### src/rtl/ring_cad_pkg.sv
package ring_cad_pkg;

  localparam int CAD_CNT_W = 13;

  typedef enum logic [1:0] {
    CAD_IDLE  = 2'b00,
    CAD_RING  = 2'b01,
    CAD_QUIET = 2'b10
  } cad_state_e;

  // effective limit: a zero duration behaves as one tick
  function automatic logic limit_hit(input int unsigned next_cnt,
                                     input int unsigned limit);
    int unsigned eff;
    eff = (limit == 0) ? 1 : limit;
    return next_cnt >= eff;
  endfunction

endpackage

### src/rtl/ring_cad_timer.sv
module ring_cad_timer #(
  parameter int CNT_W = ring_cad_pkg::CAD_CNT_W
) (
  input  logic             clk,
  input  logic             rst_n,
  input  logic             run,
  input  logic             en,
  input  logic             tick,
  input  logic [CNT_W-1:0] limit,
  output logic             expire
);
  import ring_cad_pkg::*;

  localparam logic [CNT_W-1:0] CNT_MAX = '1;

  logic [CNT_W-1:0] cnt_q;
  logic [CNT_W-1:0] cnt_nxt;

  assign cnt_nxt = (cnt_q == CNT_MAX) ? cnt_q : cnt_q + 1'b1;
  assign expire  = run && en && tick && limit_hit(32'(cnt_nxt), 32'(limit));

  always_ff @(posedge clk) begin
    if (!rst_n)               cnt_q <= '0;
    else if (!run || expire)  cnt_q <= '0;
    else if (tick)            cnt_q <= cnt_nxt;
  end

endmodule

### src/rtl/ring_cad_fsm.sv
module ring_cad_fsm (
  input  logic       clk,
  input  logic       rst_n,
  input  logic       ring_sel,
  input  logic       on_expire,
  input  logic       off_expire,
  output logic       run_on,
  output logic       run_off,
  output logic       ring_active,
  output logic [1:0] cad_state,
  output logic       on_irq,
  output logic       off_irq
);
  import ring_cad_pkg::*;

  cad_state_e st_q, st_d;

  always_comb begin
    st_d = st_q;
    if (!ring_sel) st_d = CAD_IDLE;
    else begin
      unique case (st_q)
        CAD_IDLE:  st_d = CAD_RING;
        CAD_RING:  if (on_expire)  st_d = CAD_QUIET;
        CAD_QUIET: if (off_expire) st_d = CAD_RING;
        default:   st_d = CAD_IDLE;
      endcase
    end
  end

  always_ff @(posedge clk) begin
    if (!rst_n) begin
      st_q    <= CAD_IDLE;
      on_irq  <= 1'b0;
      off_irq <= 1'b0;
    end else begin
      st_q    <= st_d;
      on_irq  <= on_expire;
      off_irq <= off_expire;
    end
  end

  assign run_on      = ring_sel && (st_q == CAD_RING);
  assign run_off     = ring_sel && (st_q == CAD_QUIET);
  assign ring_active = run_on;
  assign cad_state   = st_q;

endmodule

### src/rtl/ring_cad_top.sv
module ring_cad_top #(
  parameter int CNT_W = ring_cad_pkg::CAD_CNT_W
) (
  input  logic             clk,
  input  logic             rst_n,
  input  logic             tick_ms,
  input  logic             ring_sel,
  input  logic [CNT_W-1:0] on_time,
  input  logic [CNT_W-1:0] off_time,
  input  logic             on_en,
  input  logic             off_en,
  output logic             ring_active,
  output logic [1:0]       cad_state,
  output logic             on_irq,
  output logic             off_irq
);
  localparam int NUM_TMR = 2;

  logic [NUM_TMR-1:0] run_v;
  logic [NUM_TMR-1:0] en_v;
  logic [NUM_TMR-1:0] exp_v;
  logic [CNT_W-1:0]   lim_v [NUM_TMR];

  // named events for the checker
  logic on_expire;
  logic off_expire;
  logic run_on;
  logic run_off;

  assign run_v    = {run_off, run_on};
  assign en_v     = {off_en, on_en};
  assign lim_v[0] = on_time;
  assign lim_v[1] = off_time;

  assign on_expire  = exp_v[0];
  assign off_expire = exp_v[1];

  for (genvar g = 0; g < NUM_TMR; g++) begin : g_tmr
    ring_cad_timer #(.CNT_W(CNT_W)) u_tmr (
      .clk    (clk),
      .rst_n  (rst_n),
      .run    (run_v[g]),
      .en     (en_v[g]),
      .tick   (tick_ms),
      .limit  (lim_v[g]),
      .expire (exp_v[g])
    );
  end

  ring_cad_fsm u_fsm (
    .clk         (clk),
    .rst_n       (rst_n),
    .ring_sel    (ring_sel),
    .on_expire   (on_expire),
    .off_expire  (off_expire),
    .run_on      (run_on),
    .run_off     (run_off),
    .ring_active (ring_active),
    .cad_state   (cad_state),
    .on_irq      (on_irq),
    .off_irq     (off_irq)
  );

endmodule

### config.mk
export PLATFORM = sky130hd
export DESIGN_NAME = ring_cad_top
export DESIGN_NICKNAME = d
export VERILOG_FILES = /design/src/rtl/ring_cad_pkg.sv /design/src/rtl/ring_cad_timer.sv /design/src/rtl/ring_cad_fsm.sv /design/src/rtl/ring_cad_top.sv
export SDC_FILE = /design/constraint.sdc
export NUM_CORES = 1
export LEC_CHECK = 0
export CORE_MARGIN = 5
export CORE_UTILIZATION = 59
export CTS_CLUSTER_SIZE = 28
export DETAILED_ROUTE_END_ITERATION = 10
export GPL_ROUTABILITY_DRIVEN = 0
export PLACE_DENSITY_LB_ADDON = 0.25
export SETUP_SLACK_MARGIN = 0.3
export SYNTH_ARGS = -nofsm -noshare
export SYNTH_HDL_FRONTEND = slang
export SYNTH_SLANG_ARGS = --single-unit
export TNS_END_PERCENT = 5
### constraint.sdc
create_clock -name clk -period 9.5 [get_ports clk]
set_input_delay 1.9 -clock clk [delete_from_list [all_inputs] [get_ports clk]]
set_output_delay 1.9 -clock clk [all_outputs]
set_load 0.01 [all_outputs]
==> impl_metrics.yaml <==
synth:
  synth_area_leaders: "dfxtp_1 (24%), ha_1 (14%), xnor2_1 (7.6%)"
  ys_types: 54
  synth_area_per_cell_um2: 8.13
  synth_top_area_share_pct: 23.6
  ys.flop_type: "dfxtp_1"
  ys_ff_latch: 30
  yosysSeqAreaShare_pct: 23.6
  synth_area_leader_cell: "dfxtp_1"
  yosys_warnings: 0
  syn-cell-area_mm2: 0.00255
  synth_async_sr_flop_share_pct: 0
  synthCells: 313
  synth-edff-count: 0
  yosys-top-cells-count: "dfxtp_1 (30), nor2_1 (30), ha_1 (28), inv_1 (28), xnor2_1 (22)"
  syn_nets: 373
clocking:
  cts.sinks: 30
  htree_levels: 2
  clkLatencyLatePin_ps: 280
  numCtsBuffers: 5
  hold_buffers: 0
  cts_tree: "done"
  clk_pin_slew_ps: 60
  post_cts_buffers: 0
  cts_resized: 0
  root_buffer: "clkbuf_8"
  cts_buffer_depth: 2
sta:
  setup_violations: 0
  worst_pin_slew_ps: 1220
  finalCritPeriodShare_pct: 52.7
  skew_ps: 9.63
  maxSlewHeadroom_pct: 18.4
  finalSetupTns_ps: 0
  finalHoldViolCount: 0
  slew_viol_final: 0
  fin_hold_ws_ps: 508
  rsz0062_at_grt: "no"
  period_needed_ps: 5010
  max_freq_mhz: 200
routing:
  via_count: 2302
  drc: 0
  routed_wl_um: 5560
  ant_nets: 0
  first_pass_iters: 4
  wl_per_cell_um: 14.1
  via_per_inst: 5.83
  drt_iter0_markers: 112
global_routing:
  grt_usage_pct: 21.2
  grt_overflow_total: 0
  grt_max_degree: 20
  antenna_found_initial: 0
  first_global_vias: 2079
  grt_pass1_wl_um: 9490
pwr:
  ir_drop_mv: 0.110
  power_leakage_uw: 0.00135
  power_density_mw_per_mm2: 89.9
finish:
  nets: 404
  area_growth_pct: 17.9
  diodes: 0
  drive_above_1_share_pct: 6.09
placement:
  dpl.hpwl_um: 4330
  io_buffers: 36
critical_path:
  critPathArrivalTime_ps: 3110
  ff2ff_setup_slack_ps: 5420
  rr_worst_depth: 12
  crit_required_ps: 7600
  rr_endpoint: "g_tmr[0].u_tmr.cnt_q[4]"
  r2r_start: "g_tmr[0].u_tmr.cnt_q[0]"
  path_max_fanout: 5
  endpoint_kind: "output pin"
  crit_type: "in2out"
  start_kind: "input pin"
floorplanning:
  ios: 37
  fp.dieH_um: 75.7
  start_util_pct: 62.3
  die_area_mm2: 0.00573
  dieWidth_um: 75.7
  core_area_mm2: 0.00409
  rows: 23
min_path:
  hold_depth: 2
  hp-class: "reg2reg"
  hold_end: "g_tmr[1].u_tmr.cnt_q[12]"
  worstHoldStart: "g_tmr[1].u_tmr.cnt_q[12]"
run_status:
  outcome: "completed"
run:
  maxCapViolCount: 0
==> metal layers <==
layer  global-route usage [%]  wire (µm)  vias up
li1                         -          -     1174
met1                     30.8       2720     1060
met2                     32.8       2460       66
met3                     4.88        351        2
met4                     2.91         17        0
met5                        0          0        -
==> how the worst max path moves through the flow <==
stage	start	to	slack (ps)	cells past startpoint
2_1_floorplan	ring_sel	ring_active	5550	1
3_3_place_gp	ring_sel	ring_active	4510	3
3_5_place_dp	ring_sel	ring_active	4490	3
4_1_cts	ring_sel	ring_active	4480	3
5_1_grt	ring_sel	ring_active	4430	3
6_report	ring_sel	ring_active	4490	3
==> logic make-up (layout without fill, tap and decap cells) <==
logic type                 Yosys count  in the layout  share of synthesized area, %
AOI/OAI and AO/OA                   48             48                          14.6
xor gates and xnor gates            38             38                          13.1
adders and majority gates           28             28                          13.8
buffers and inverters               41             73                          6.73
DFF                                 30             30                          23.6
muxes                                3              3                          1.23
and+or+nand+nor                    125            125                          27.0
==> power breakdown <==
group / internal [µW] / leakage, µW / switching, µW
logic: 20.0 / 0.00106 / 16.1
registers: 126 / 0.000242 / 1.03
clock network: 58.4 / 0.0000482 / 48.0
==> worst max-delay path, stage by stage <==
cell and delay (ps):
clkdlybuf4s50_1 540, and2_1 140, clkdlybuf4s50_1 520
==> registers in the layout, summed over array words and instances (netlist names) <==
signal and count:
u_fsm.on_irq 1, u_fsm.cad_state 2, g_tmr.u_tmr.cnt_q 26, u_fsm.off_irq 1
==> metrics by stage <==
step	setup WS, ps	instances	total power, µW	instance area [µm²]	util [%]
floorplan	5550	313	147	2550	-
finish	4490	395	270	3000	73.5
global placement	4510	387	165	2910	71.2
global route	4430	395	284	3000	73.5
detailed placement	4490	387	166	2910	71.2
CTS	4480	395	272	3000	73.5
==> placed cells by master (no fill, tap or decap), types with 3 or more instances in the layout <==
master,count
clkdlybuf4s50_1,36
o21a_1,3
a31o_2,3
inv_1,28
a21oi_1,13
a21o_1,5
and3_1,6
ha_1,28
clkbuf_8,6
nor3_1,19
nand4_1,10
nor4_1,7
xor2_1,16
nand2b_1,3
o21ai_0,3
nand3_1,15
nor2_1,30
xnor2_1,22
a31oi_1,3
and2_1,3
dfxtp_1,30
nand2_1,18
and4_1,3
==> layout make-up <==
type	instances	area [µm²]
well taps	50	62.6
clock inverters	1	5.00
fillers	336	1080
repair buffers	37	368
flip-flops and latches	30	601
clock buffers	7	86.3
multi-input cells	242	1770
inverters	28	105
Power figures use the tool's default switching activity.
